`src/rtl/cfgseq_pkg.sv`:
```
package cfgseq_pkg;

  typedef enum logic [2:0] {
    ST_IDLE,
    ST_ASSERT,
    ST_RELEASE,
    ST_LATENCY,
    ST_STREAM,
    ST_PAD
  } seq_state_e;

  typedef enum logic [2:0] {
    RC_OK         = 3'd0,
    RC_BAD_REQ    = 3'd1,
    RC_INIT_TMO   = 3'd2,
    RC_EARLY_DONE = 3'd3,
    RC_CRC        = 3'd4,
    RC_SYNC       = 3'd5,
    RC_CFG_TMO    = 3'd6
  } result_e;

  function automatic int larger(input int a, input int b);
    return (a > b) ? a : b;
  endfunction

endpackage

```
`src/rtl/cfgseq_sync.sv`:
```
module cfgseq_sync #(
  parameter int WIDTH = 1,
  parameter logic [WIDTH-1:0] RST_VAL = '0
) (
  input  logic             clk,
  input  logic             rst_n,
  input  logic [WIDTH-1:0] d_i,
  output logic [WIDTH-1:0] q_o
);

  for (genvar g = 0; g < WIDTH; g++) begin : g_bit
    logic meta_q, stab_q;
    always_ff @(posedge clk or negedge rst_n) begin
      if (!rst_n) begin
        meta_q <= RST_VAL[g];
        stab_q <= RST_VAL[g];
      end else begin
        meta_q <= d_i[g];
        stab_q <= meta_q;
      end
    end
    assign q_o[g] = stab_q;
  end

endmodule

```
`src/rtl/cfgseq_shifter.sv`:
```
module cfgseq_shifter #(
  parameter int HALF = 4
) (
  input  logic       clk,
  input  logic       rst_n,
  input  logic       load_i,
  input  logic [7:0] byte_i,
  output logic       busy_o,
  output logic       cclk_o,
  output logic       dout_o
);

  localparam int CW = (HALF > 1) ? $clog2(HALF) : 1;
  localparam logic [CW-1:0] CNT_END = CW'(HALF - 1);

  logic [7:0]    sh_q;
  logic [2:0]    bit_q;
  logic [CW-1:0] cnt_q;
  logic          cclk_q, dout_q, busy_q;

  always_ff @(posedge clk or negedge rst_n) begin
    if (!rst_n) begin
      sh_q   <= '0;
      bit_q  <= '0;
      cnt_q  <= '0;
      cclk_q <= 1'b0;
      dout_q <= 1'b0;
      busy_q <= 1'b0;
    end else if (load_i && !busy_q) begin
      sh_q   <= byte_i;
      dout_q <= byte_i[7];
      cclk_q <= 1'b0;
      cnt_q  <= '0;
      bit_q  <= '0;
      busy_q <= 1'b1;
    end else if (busy_q) begin
      if (cnt_q == CNT_END) begin
        cnt_q <= '0;
        if (!cclk_q) begin
          cclk_q <= 1'b1;
        end else begin
          cclk_q <= 1'b0;
          if (bit_q == 3'd7) begin
            busy_q <= 1'b0;
          end else begin
            bit_q  <= bit_q + 3'd1;
            sh_q   <= {sh_q[6:0], 1'b0};
            dout_q <= sh_q[6];
          end
        end
      end else begin
        cnt_q <= cnt_q + 1'b1;
      end
    end
  end

  assign busy_o = busy_q;
  assign cclk_o = cclk_q;
  assign dout_o = dout_q;


  load_only_idle_chk: assert property (@(posedge clk) disable iff (!rst_n)
    load_i |-> !busy_q);


  data_hold_high_chk: assert property (@(posedge clk) disable iff (!rst_n)
    (cclk_q ##1 cclk_q) |-> $stable(dout_q));

endmodule

```
`src/rtl/cfgseq_ctrl.sv`:
```
module cfgseq_ctrl import cfgseq_pkg::*; #(
  parameter int PROG_CYC     = 100,
  parameter int INIT_TMO_CYC = 200_000_000,
  parameter int ALT_CYC      = 200,
  parameter int LAT_CYC      = 1_500_000,
  parameter int DONE_TMO_CYC = 20_000_000
) (
  input  logic       clk,
  input  logic       rst_n,
  input  logic       start_i,
  input  logic       partial_i,
  input  logic       init_present_i,
  input  logic       init_lo_i,
  input  logic       done_i,
  input  logic       s_valid_i,
  input  logic [7:0] s_data_i,
  input  logic       s_last_i,
  output logic       s_ready_o,
  input  logic       sh_busy_i,
  output logic       ld_o,
  output logic [7:0] ld_byte_o,
  output logic       prog_n_o,
  output logic       busy_o,
  output logic       fin_o,
  output logic [2:0] code_o
);

  localparam int TMAX = larger(larger(larger(PROG_CYC, INIT_TMO_CYC), larger(ALT_CYC, LAT_CYC)),
                               DONE_TMO_CYC);
  localparam int TW = $clog2(TMAX + 1) + 1;
  localparam logic [TW-1:0] LIM_PROG = TW'(PROG_CYC - 1);
  localparam logic [TW-1:0] LIM_ITMO = TW'(INIT_TMO_CYC - 1);
  localparam logic [TW-1:0] LIM_ALT  = TW'(ALT_CYC - 1);
  localparam logic [TW-1:0] LIM_LAT  = TW'(LAT_CYC - 1);
  localparam logic [TW-1:0] LIM_DONE = TW'(DONE_TMO_CYC - 1);
  localparam logic [TW-1:0] TSAT     = '1;

  seq_state_e st_q, st_nx;
  result_e    code_q, code_nx;
  logic [TW-1:0] tmr_q;
  logic fin_q, fin_nx;
  logic last_q, poll_q, poll_done_q, poll_exp_q, pad_issue;
  logic pulse_ok, alt_ok, itmo_ok, lat_ok, exp_ok, wait_lo_ok, wait_hi_ok;

  assign pulse_ok   = tmr_q >= LIM_PROG;
  assign alt_ok     = tmr_q >= LIM_ALT;
  assign itmo_ok    = init_present_i && (tmr_q >= LIM_ITMO);
  assign lat_ok     = tmr_q >= LIM_LAT;
  assign exp_ok     = tmr_q >= LIM_DONE;
  assign wait_lo_ok = init_present_i ? init_lo_i : alt_ok;
  assign wait_hi_ok = init_present_i ? !init_lo_i : alt_ok;

  assign s_ready_o = (st_q == ST_STREAM) && !sh_busy_i && !last_q;

  always_comb begin
    st_nx     = st_q;
    fin_nx    = 1'b0;
    code_nx   = code_q;
    ld_o      = 1'b0;
    ld_byte_o = s_data_i;
    pad_issue = 1'b0;
    unique case (st_q)
      ST_IDLE: begin
        if (start_i) begin
          if (partial_i) begin
            fin_nx  = 1'b1;
            code_nx = RC_BAD_REQ;
          end else begin
            st_nx = ST_ASSERT;
          end
        end
      end
      ST_ASSERT: begin
        if (pulse_ok && wait_lo_ok) begin
          st_nx = ST_RELEASE;
        end else if (itmo_ok) begin
          st_nx   = ST_IDLE;
          fin_nx  = 1'b1;
          code_nx = RC_INIT_TMO;
        end
      end
      ST_RELEASE: begin
        if (wait_hi_ok) begin
          if (done_i) begin
            st_nx   = ST_IDLE;
            fin_nx  = 1'b1;
            code_nx = RC_EARLY_DONE;
          end else begin
            st_nx = ST_LATENCY;
          end
        end else if (itmo_ok) begin
          st_nx   = ST_IDLE;
          fin_nx  = 1'b1;
          code_nx = RC_INIT_TMO;
        end
      end
      ST_LATENCY: begin
        if (lat_ok) st_nx = ST_STREAM;
      end
      ST_STREAM: begin
        ld_o = s_ready_o && s_valid_i;
        if (last_q && !sh_busy_i) st_nx = ST_PAD;
      end
      ST_PAD: begin
        if (!sh_busy_i) begin
          if (poll_q && (poll_done_q || poll_exp_q)) begin
            st_nx  = ST_IDLE;
            fin_nx = 1'b1;
            if (poll_done_q)          code_nx = RC_OK;
            else if (!init_present_i) code_nx = RC_CFG_TMO;
            else if (init_lo_i)       code_nx = RC_CRC;
            else                      code_nx = RC_SYNC;
          end else begin
            ld_o      = 1'b1;
            ld_byte_o = 8'hFF;
            pad_issue = 1'b1;
          end
        end
      end
      default: st_nx = ST_IDLE;
    endcase
  end

  always_ff @(posedge clk or negedge rst_n) begin
    if (!rst_n) begin
      st_q        <= ST_IDLE;
      code_q      <= RC_OK;
      fin_q       <= 1'b0;
      tmr_q       <= '0;
      last_q      <= 1'b0;
      poll_q      <= 1'b0;
      poll_done_q <= 1'b0;
      poll_exp_q  <= 1'b0;
    end else begin
      st_q   <= st_nx;
      code_q <= code_nx;
      fin_q  <= fin_nx;
      if (st_nx != st_q)     tmr_q <= '0;
      else if (tmr_q != TSAT) tmr_q <= tmr_q + 1'b1;
      if (st_q == ST_IDLE)                 last_q <= 1'b0;
      else if (ld_o && st_q == ST_STREAM) last_q <= s_last_i;
      if (st_q != ST_PAD) begin
        poll_q <= 1'b0;
      end else if (pad_issue) begin
        poll_q      <= 1'b1;
        poll_done_q <= done_i;
        poll_exp_q  <= exp_ok;
      end
    end
  end

  assign prog_n_o = (st_q != ST_ASSERT);
  assign busy_o   = (st_q != ST_IDLE);
  assign fin_o    = fin_q;
  assign code_o   = code_q;


  fin_released_chk: assert property (@(posedge clk) disable iff (!rst_n)
    fin_o |-> prog_n_o);


  ready_gate_chk: assert property (@(posedge clk) disable iff (!rst_n)
    s_ready_o |-> (prog_n_o && !sh_busy_i && busy_o));


  bad_req_chk: assert property (@(posedge clk) disable iff (!rst_n)
    (!busy_o && start_i && partial_i) |=> (fin_o && code_o == 3'd1 && prog_n_o));


  prog_fall_chk: assert property (@(posedge clk) disable iff (!rst_n)
    $fell(prog_n_o) |-> $past(start_i && !partial_i));


  pad_after_data_chk: assert property (@(posedge clk) disable iff (!rst_n)
    (st_q == ST_PAD && ld_o) |-> (ld_byte_o == 8'hFF));

endmodule

```
`src/rtl/fpga_cfg_seq.sv`:
```
module fpga_cfg_seq import cfgseq_pkg::*; #(
  parameter int CLK_HALF     = 5,
  parameter int PROG_CYC     = 100,
  parameter int INIT_TMO_CYC = 200_000_000,
  parameter int ALT_CYC      = 200,
  parameter int LAT_CYC      = 1_500_000,
  parameter int DONE_TMO_CYC = 20_000_000
) (
  input  logic       clk,
  input  logic       rst_n,
  input  logic       start_i,
  input  logic       partial_i,
  input  logic       init_present_i,
  input  logic       init_n_i,
  input  logic       done_i,
  input  logic       s_valid_i,
  input  logic [7:0] s_data_i,
  input  logic       s_last_i,
  output logic       s_ready_o,
  output logic       prog_n_o,
  output logic       cclk_o,
  output logic       dout_o,
  output logic       busy_o,
  output logic       fin_o,
  output logic [2:0] code_o
);

  logic [1:0] pins_s;
  logic       sh_busy, ld;
  logic [7:0] ld_byte;

  cfgseq_sync #(.WIDTH(2), .RST_VAL(2'b01)) u_sync (
    .clk   (clk),
    .rst_n (rst_n),
    .d_i   ({done_i, init_n_i}),
    .q_o   (pins_s)
  );

  cfgseq_ctrl #(
    .PROG_CYC     (PROG_CYC),
    .INIT_TMO_CYC (INIT_TMO_CYC),
    .ALT_CYC      (ALT_CYC),
    .LAT_CYC      (LAT_CYC),
    .DONE_TMO_CYC (DONE_TMO_CYC)
  ) u_ctrl (
    .clk            (clk),
    .rst_n          (rst_n),
    .start_i        (start_i),
    .partial_i      (partial_i),
    .init_present_i (init_present_i),
    .init_lo_i      (!pins_s[0]),
    .done_i         (pins_s[1]),
    .s_valid_i      (s_valid_i),
    .s_data_i       (s_data_i),
    .s_last_i       (s_last_i),
    .s_ready_o      (s_ready_o),
    .sh_busy_i      (sh_busy),
    .ld_o           (ld),
    .ld_byte_o      (ld_byte),
    .prog_n_o       (prog_n_o),
    .busy_o         (busy_o),
    .fin_o          (fin_o),
    .code_o         (code_o)
  );

  cfgseq_shifter #(.HALF(CLK_HALF)) u_shift (
    .clk    (clk),
    .rst_n  (rst_n),
    .load_i (ld),
    .byte_i (ld_byte),
    .busy_o (sh_busy),
    .cclk_o (cclk_o),
    .dout_o (dout_o)
  );

endmodule

```
`config.mk`:
```
export PLATFORM = sky130hd
export DESIGN_NAME = fpga_cfg_seq
export DESIGN_NICKNAME = d
export VERILOG_FILES = /design/src/rtl/cfgseq_pkg.sv /design/src/rtl/cfgseq_sync.sv /design/src/rtl/cfgseq_shifter.sv /design/src/rtl/cfgseq_ctrl.sv /design/src/rtl/fpga_cfg_seq.sv
export SDC_FILE = /design/constraint.sdc
export NUM_CORES = 1
export LEC_CHECK = 0
export BUFFER_PORTS_ARGS = -buffer_cell sky130_fd_sc_hd__buf_2
export CORE_MARGIN = 4
export CORE_UTILIZATION = 50
export CTS_CLUSTER_DIAMETER = 80
export DETAILED_ROUTE_END_ITERATION = 8
export GPL_ROUTABILITY_DRIVEN = 0
export MAX_ROUTING_LAYER = met4
export PLACE_DENSITY_LB_ADDON = 0.05
export SLEW_MARGIN = 20
export SYNTH_ARGS = -nofsm -noshare
export SYNTH_HDL_FRONTEND = slang
export SYNTH_SLANG_ARGS = --single-unit
```
`constraint.sdc`:
```
create_clock -name clk -period 3.6 [get_ports clk]
set_input_delay 0.18 -clock clk [delete_from_list [all_inputs] [get_ports clk]]
set_output_delay 0.18 -clock clk [all_outputs]
set_load 0.005 [all_outputs]
```
==> results of run 1 <==
layer usage:
metal | routed length, µm | global-route usage (%) | up-vias
met4 | 74 | 8.42 | 0
met2 | 3790 | 31.0 | 89
li1 | - | - | 1509
met1 | 4030 | 29.5 | 1462
met5 | 0 | - | -
met3 | 394 | 3.86 | 8
layout make-up:
class	instances	area, µm²	area share, %
clock inverters	4	72.6	1.80
well taps	96	120	2.98
multi-input cells	306	1950	48.2
repair buffers	33	193	4.78
flip-flops and latches	60	1500	37.3
clock buffers	12	145	3.60
inverters	14	52.6	1.30
per-stage QoR:
step | cells | setup WS [ns] | hold WS, ns
detailed placement | 506 | 0.840 | 0.287
CTS | 525 | 0.839 | 0.0842
floorplan | 407 | 1.09 | -0.116
global placement | 506 | 0.913 | 0.282
finish | 525 | 0.862 | 0.0972
global route | 525 | 0.564 | 0.100
cells by family after synthesis:
family	count (synthesis)	share of synthesized area, %
simple gates	203	31.4
compound gates	67	12.5
flops	60	41.6
buf+inv	41	4.99
xor+xnor	26	6.30
mux	5	1.45
fa+ha+maj	5	1.73
power by group through the flow:
stage	sequential [µW]	clock (µW)	combinational (µW)
floorplan	747	0	479
global placement	790	0	546
detailed placement	789	0	558
CTS	776	696	559
global route	788	724	616
finish	779	679	547
cells in the final DEF (no fill, tap or decap), types with 5 or more instances in the layout:
master and n:
clkbuf_8 10, nand4_1 6, nor3_1 42, buf_4 5, a31oi_1 11, ha_1 5
o21ai_0 12, a21oi_1 14, xnor2_1 16, inv_1 13, xor2_1 9, nand2_1 47
and3_1 5, and2_1 5, nor2_1 18, nor4_1 9, buf_2 25, nor3_2 11
dfrtp_1 58, nand3_1 26
state kept, by name (all words and copies together), names as in the netlist, 2 cells and up:
signal               flops
u_sync.g_bit.meta_q      2
u_ctrl.tmr_q            29
u_sync.g_bit.stab_q      2
u_ctrl.st_q              3
u_shift.cnt_q            3
u_shift.sh_q             7
u_ctrl.code_o            3
u_shift.bit_q            3
worst max-delay path, stage by stage, from the launching register on:
cell	delay (ns)
dfrtp_1	0.51
nor4_1	0.56
nand4b_4	0.15
nor3_2	0.20
a21oi_1	0.18
o311ai_2	0.35
xor2_2	0.15
buf_4	0.35
nor3_1	0.11
final timing paths:
| kind | start | to | slack (ns) | depth (start not counted) |
|---|---|---|---|---|
| max | u_ctrl.tmr_q[18] | u_ctrl.tmr_q[28] | 0.86 | 8 |
| min | s_data_i[0] | u_shift.sh_q[0] | 0.1 | 3 |
| min in group asynchronous | rst_n | u_ctrl.tmr_q[3] | 0.43 | 2 |
| max reg2reg | u_ctrl.tmr_q[18] | u_ctrl.tmr_q[28] | 0.86 | 8 |
| min reg2reg | u_sync.g_bit[0].meta_q | u_sync.g_bit[0].stab_q | 0.36 | 0 |
| max in group asynchronous | rst_n | u_sync.g_bit[0].meta_q | 2.28 | 3 |
what timing repair did:
item / CTS / global route
resized for setup: 0 / 0
endpoints found under the setup margin: 0 / 0
hold buffers: 3 / 0
hold endpoints to repair: 33 / 0
==> out/results.ini, run 1 <==
[run_status]
status=finished clean

[synthesis]
synth_commonest_cells=dfrtp_1, nand2_1, nor3_1
yosysTopAreaCellShare_pct=40.2
yosys-top-cells-area=dfrtp_1, nor3_1, nand2_1, xnor2_1, nand3_1
synthArstFlopShare_pct=100
yosysWarnings=0
yosysUniqueCellTypes=61
synthMostInstantiatedCell=dfrtp_1
synth_nets=429
ys_ff_latch=60
synthCells=407
synth_edf_count=0
synth_area_um2=3610
syn_area_per_cell_um2=8.88
yosysTopAreaCell=dfrtp_1
yosysSeqAreaShare_pct=41.6
ys.flop_type=dfrtp_1

[critical_path]
startpoint_type=flip-flop
endpoint_kind=flip-flop
cp.arrival_ns=2.94
critPathMaxFanout=29
criticalPathCategory=reg2reg
worstPathRequired_ns=3.81

[power_and_ir_drop]
p_leak_uw=0.00169
ir_drop_uv=357
seqPwrFrac_pct=38.9
p_total_uw=2000
pwr-share-clk_pct=33.9
comb_power_share_pct=27.3
swShare_pct=35.5
switchingPower_uw=712
power.internal_uw=1290
powerDensity_nw_per_um2=497

[layout]
fin_area_um2=4030
utilization_pct=58.4
drive_gt1_share_pct=16.6
finalNetCount=446
diodes=0
fill_cells=659
syn_to_final_growth_pct=11.6

[global_route]
grt_max_degree=33
antenna_found_initial=0
grt_pass1_wl_um=14200
grt.total_usage_pct=21.3
grt_overflow_total=0
grt_pass1_vias=2903

[cts]
cts_root_buffer=clkbuf_8
clock_sinks=60
cts-buffers-inserted=9
path_clk_slew_ns=0.07
clk_path_buf_depth=2
tritoncts=done
ctsHtreeMaxLevel=3
post_cts_buffers=0
clock_latency_ns=0.34

[detailed_routing]
finalWirelength_um=8290
ant_nets=0
first_pass_iters=4
vias=3068
drtIter0Drc=194
drc=0
via_per_inst=5.84
wl_per_cell_um=15.8

[place]
dp_hpwl_um=5740
dpl-instance-area_um2=3780
portBuffers=25

[floorplan]
core_area_um2=6910
start_util_pct=52.3
fp.dieArea_um2=8650
placementRows=30
ios=26
die_w_um=93.0
die_y_um=93.0

[worst_hold_path]
hold_path_class=in2reg

[sta]
tightest_slew_ns=1.01
rsz0062_at_grt=no
slew_headroom_pct=32.4
period_share_pct=76.1
drv_slew=0
fin_setup_tns_ns=0
clock_skew_ns=0.00987
setup_viol=0
finalHoldViolCount=0
fin_crit_ns=2.74
max_freq_ghz=0.365

[run]
maxCapViolations=0

(Power assumes the default switching activity.)
==> inputs of run 2 (changes only) <==
--- a/config.mk
+++ b/config.mk
@@ -5,6 +5,7 @@
 export SDC_FILE = /design/constraint.sdc
 export NUM_CORES = 1
 export LEC_CHECK = 0
+export ABC_AREA = 1
 export BUFFER_PORTS_ARGS = -buffer_cell sky130_fd_sc_hd__buf_2
 export CORE_MARGIN = 4
 export CORE_UTILIZATION = 50
==> constraint.sdc (replaced) <==
create_clock -name clk -period 2.7 [get_ports clk]
set_input_delay 0.135 -clock clk [delete_from_list [all_inputs] [get_ports clk]]
set_output_delay 0.135 -clock clk [all_outputs]
set_load 0.005 [all_outputs]
==> run 2 against run 1 <==
Against the previous run:
- worst setup slack lost 0.58 ns
- critical endpoint is now u_ctrl.tmr_q[18]
- largest power group is now the clock network
- worst hold slack lost 0.056 ns
- critical path depth grew 2
- routed wire length grew 13%
==> out/results.ini, run 2 <==
[synthesis]
synthArstFlopShare_pct=100
yosysUniqueCellTypes=44
synthMostInstantiatedCell=nand2_1
synth_nets=586
ys_ff_latch=60
synth_edf_count=0
ys.flop_type=dfrtp_1
yosysTopAreaCellShare_pct=36.9
synth_commonest_cells=nand2_1, nor2_1, inv_1
synth_area_um2=3930
yosysSeqAreaShare_pct=38.3
syn_area_per_cell_um2=6.97
synthCells=564
yosysWarnings=0
yosysTopAreaCell=dfrtp_1
yosys-top-cells-area=dfrtp_1, nand2_1, nor2_1, inv_1, nand3_1

[sta]
max_freq_ghz=0.413
slew_headroom_pct=65.0
clock_skew_ns=0.00884
timing.hold.ws_ns=0.0412
tightest_slew_ns=0.526
fin_setup_tns_ns=0
setup_viol=0
rsz0062_at_grt=no
finalHoldViolCount=0
fin_crit_ns=2.42
period_share_pct=89.7
drv_slew=0
setup_ws_ns=0.277

[cts]
clock_latency_ns=0.34
cts_root_buffer=clkbuf_8
tritoncts=done
post_cts_resized=0
clk_path_buf_depth=2
path_clk_slew_ns=0.07
ctsHtreeMaxLevel=3
cts-buffers-inserted=9
clock_sinks=60

[layout]
syn_to_final_growth_pct=13.1
regMostFlops=u_ctrl.tmr_q
largest_reg_flops=29
diodes=0
utilization_pct=57.8
drive_gt1_share_pct=15.3
reg_top3=u_ctrl.tmr_q (29), u_shift.sh_q (7)
final_cell_mix=nand2_1, nor2_1, inv_1, dfrtp_1
finalNetCount=625
fin_area_um2=4440
layout_commonest_cell=nand2_1

[floorplan]
die_w_um=96.6
die_y_um=96.6
core_area_um2=7690
start_util_pct=51.1
placementRows=32
fp.dieArea_um2=9340
ios=26

[critical_path]
criticalPathCategory=reg2reg
endpoint_kind=flip-flop
cp.arrival_ns=2.65
worstPathRequired_ns=2.92
startpoint_type=flip-flop
critPathMaxFanout=7

[detailed_routing]
ant_nets=0
via_per_inst=5.10
first_pass_iters=5
finalWirelength_um=9410
drtIter0Drc=277
drc=0
wl_per_cell_um=13.2
vias=3621

[global_route]
antenna_found_initial=0
grt_pass1_wl_um=16700
grt_max_degree=39
grt_overflow_total=0
grt_pass1_vias=3656
grt.total_usage_pct=22.1

[power_and_ir_drop]
p_leak_uw=0.00227
ir_drop_uv=253
powerDensity_nw_per_um2=422

[run_status]
status=finished clean

[worst_hold_path]
hold_path_class=in2reg

[place]
dp_hpwl_um=7180
place_worst_setup_slack_ns=0.364
portBuffers=25
dpl-instance-area_um2=4180

[run]
maxCapViolations=0

## run 2: final cells by class
cell class | count | area [µm²]
Sequential cell | 60 | 1500
Fill cell | 781 | 3250
Clock buffer | 10 | 138
Timing Repair Buffer | 38 | 233
Clock inverter | 6 | 87.6
Multi-Input combinational cell | 417 | 2060
Tap cell | 102 | 128
Inverter | 77 | 289
## run 2: stage by stage
| step | std cells | power, µW |
|---|---|---|
| 6_report | 710 | 1870 |
| 5_1_grt | 710 | 1950 |
| 4_1_cts | 710 | 1890 |
| 3_5_place_dp | 690 | 964 |
| 3_3_place_gp | 690 | 963 |
| 2_1_floorplan | 564 | 929 |
## run 2: worst max-delay path, stage by stage, from the launching register on
cell and delay, ns:
dfrtp_1 0.40, ha_1 0.22, nand2_1 0.09, nor2_1 0.13
nand2_2 0.13, nor3_2 0.28, nand4_1 0.35, inv_1 0.28
nor3_1 0.09, o22ai_1 0.27, nor2_4 0.06
## run 2: routing by layer
metal	up-vias	GRT usage, %	share of wire [%]
li1	1863	-	-
met2	80	34.0	46
met4	0	7.78	1.8
met5	-	-	0
met1	1658	29.1	48
met3	20	4.25	4.2
## run 2: final timing paths
check / cells after the start / to / slack, ns / start
max: 10 / u_ctrl.tmr_q[18] / 0.28 / u_ctrl.tmr_q[0]
min: 3 / u_shift.sh_q[6] / 0.04 / s_data_i[6]
max reg2reg: 10 / u_ctrl.tmr_q[18] / 0.28 / u_ctrl.tmr_q[0]
min reg2reg: 0 / u_sync.g_bit[1].stab_q / 0.36 / u_sync.g_bit[1].meta_q
max in group asynchronous: 3 / u_sync.g_bit[0].stab_q / 1.51 / rst_n
min in group asynchronous: 2 / u_ctrl.tmr_q[7] / 0.29 / rst_n
## run 2: repair_timing
item,in CTS,in global routing
hold buffers,4,0
hold endpoints to repair,25,0
buffers inserted,0,0
## run 2: cell families (layout without fill, tap and decap cells)
group | Yosys count | in the layout | share of synthesized area (%)
flops | 60 | 60 | 38.3
xor+xnor | 17 | 17 | 3.79
compound gates | 54 | 54 | 8.19
fa+ha+maj | 5 | 5 | 1.59
buf+inv | 87 | 131 | 9.20
simple gates | 341 | 341 | 38.9
## run 2: power breakdown
group / internal (µW) / total [µW] / switching, µW
Sequential: 903 / 905 / 2.12
Clock: 545 / 924 / 379
Combinational: 16.0 / 43.6 / 27.6
Total: 1460 / 1870 / 409
==> inputs of run 3 (changes only) <==
==> constraint.sdc (replaced) <==
create_clock -name clk -period 2.7 [get_ports clk]
set_input_delay 0.54 -clock clk [delete_from_list [all_inputs] [get_ports clk]]
set_output_delay 0.54 -clock clk [all_outputs]
set_load 0.005 [all_outputs]
==> run 3 against run 2 <==
Against the previous run:
- largest power group is now sequential cells
- maximum frequency is 3.8% higher
- via count is 1.0% lower
- register-to-register slack better by 0.09 ns
- total power is 6.7% lower
- non-clock buffer count is 5 lower
- global-route usage is 0.45 points lower
- cell area is 1.5% lower
- critical path depth is 1 higher
- cell count is 0.70% lower
- clock power is 13% lower
- first-iteration DRC count is 13% lower
- highest routed layer unchanged
==> out/results.ini, run 3 (synthesized netlist as in run 2, its figures left out) <==
[layout]
drive_gt1_share_pct=15.1
utilization_pct=56.9
fill_cells=780
diodes=0
final_cell_mix=nand2_1, nor2_1, inv_1, dfrtp_1
reg_top3=u_ctrl.tmr_q (29), u_shift.sh_q (7)
finalNetCount=620
largest_reg_flops=29
layout_commonest_cell=nand2_1
regMostFlops=u_ctrl.tmr_q
syn_to_final_growth_pct=11.3

[critical_path]
r2r_slack_ns=0.37
path_delay_family=simple AND/OR/NAND/NOR gates
endpoint_kind=flip-flop
crit_path_top_delay_cell=dfrtp_1
critPathMaxFanout=7
worst_path_most_repeated_cell=nor2_1
startpoint_type=flip-flop
rr_worst_depth=11
crit_path_cell_trace=ha_1 > nand2_1 > nor2_1 > nand2_2 > nor3_2 > nand4_1 > nand3_1 > nor2_1 > nand2_1 > xor2_1 > nor2_1
slowest_delay_ns=0.41
crit_buf_inv=0
rr_endpoint=u_ctrl.tmr_q[14]
cp.arrival_ns=2.56
worstPathRequired_ns=2.92
criticalPathCategory=reg2reg
reg2reg_from=u_ctrl.tmr_q[0]

[power_and_ir_drop]
pwr-share-clk_pct=45.9
comb_power_share_pct=2.3
power.internal_uw=1340
ir_drop_uv=236
switchingPower_uw=405
swShare_pct=23.2
powerDensity_nw_per_um2=399
p_leak_uw=0.00223
seqPwrFrac_pct=51.8

[detailed_routing]
vias=3583
drc=0
drtIter0Drc=241
wl_per_cell_um=12.8
ant_nets=0
first_pass_iters=4
finalWirelength_um=9060
via_per_inst=5.08

[floorplan]
core_area_um2=7690
die_y_um=96.6
ios=26
fp.dieArea_um2=9340
start_util_pct=51.1
die_w_um=96.6
placementRows=32

[cts]
cts_root_buffer=clkbuf_8
clock_latency_ns=0.35
tritoncts=done
path_clk_slew_ns=0.08
ctsHtreeMaxLevel=3
cts-buffers-inserted=9
post_cts_resized=0
clk_path_buf_depth=2
clock_sinks=60
post_cts_buffers=0
cts_hold_buffers=0

[run]
maxCapViolations=0

[global_route]
grt_use_met1_pct=29.0
gr-usage-met3_pct=4.04
antenna_found_initial=0
met2_usage_pct=32.7
grt_overflow_total=0
grt_busiest_layer=met2
grt_pass1_vias=3534
grt_pass1_wl_um=16300
grt_max_degree=30
grt.total_usage_pct=21.6

[sta]
clock_skew_ns=0.0129
slew_headroom_pct=66.5
fin_crit_ns=2.33
fin_setup_tns_ns=0
period_share_pct=86.4
setup_viol=0
finalHoldViolCount=0
drv_slew=0
max_freq_ghz=0.429
rsz0062_at_grt=no
tightest_slew_ns=0.499

[place]
dp_hpwl_um=6890
portBuffers=25

[worst_hold_path]
hold_path_class=in2async

[run_status]
status=finished clean

run 3: power groups by stage:
stage / Clock, µW / Sequential (µW) / Combinational [µW]
floorplan: 0 / 922 / 6.70
global placement: 0 / 922 / 41.9
detailed placement: 0 / 922 / 42.4
CTS: 822 / 905 / 42.5
global route: 866 / 905 / 47.3
finish: 802 / 905 / 40.5
run 3: worst max path at each step:
stage	startpoint	endpoint	slack [ns]	cells past startpoint
6_report	u_ctrl.tmr_q[0]	u_ctrl.tmr_q[14]	0.37	11
5_1_grt	u_ctrl.tmr_q[0]	u_ctrl.tmr_q[6]	0.11	11
4_1_cts	u_ctrl.tmr_q[0]	u_ctrl.tmr_q[6]	0.40	11
3_5_place_dp	u_ctrl.tmr_q[0]	u_ctrl.tmr_q[6]	0.43	11
3_3_place_gp	u_ctrl.tmr_q[2]	u_ctrl.tmr_q[28]	0.45	14
2_1_floorplan	u_ctrl.tmr_q[0]	u_ctrl.tmr_q[26]	0.73	12
run 3: area by class of cell:
type,count,area (µm²),area share (%)
Inverter,77,289,6.61
Clock buffer,10,128,2.92
Timing Repair Buffer,33,198,4.52
Clock inverter,6,65.1,1.49
Multi-Input combinational cell,417,2060,47.2
Sequential cell,60,1500,34.4
Tap cell,102,128,2.92
run 3: stage by stage:
stage               worst slack (ns)  std cells  cell area [µm²]  hold slack (ns)  power (µW)
floorplan                      0.726        564             3930            0.244         929
global placement               0.446        689             4180            0.336         964
detailed placement             0.432        689             4180            0.340         965
CTS                            0.404        705             4370            0.164        1770
global route                   0.112        705             4370            0.186        1820
finish                         0.367        705             4370            0.154        1750
run 3: worst register-to-register path, delay by kind of cell, from the launching register on:
kind,cells,cell delay (ns)
AND/OR/NAND/NOR,9,1.42
flip-flops,1,0.41
adder cells (fa/ha/maj),1,0.24
XOR/XNOR,1,0.16
run 3: routing by layer:
layer | wire, µm | vias to the layer above | part of all wire [%]
met5 | 0 | - | 0
met4 | 182 | 0 | 2.0
met3 | 329 | 17 | 3.6
met2 | 4140 | 65 | 46
met1 | 4410 | 1654 | 49
li1 | - | 1847 | -
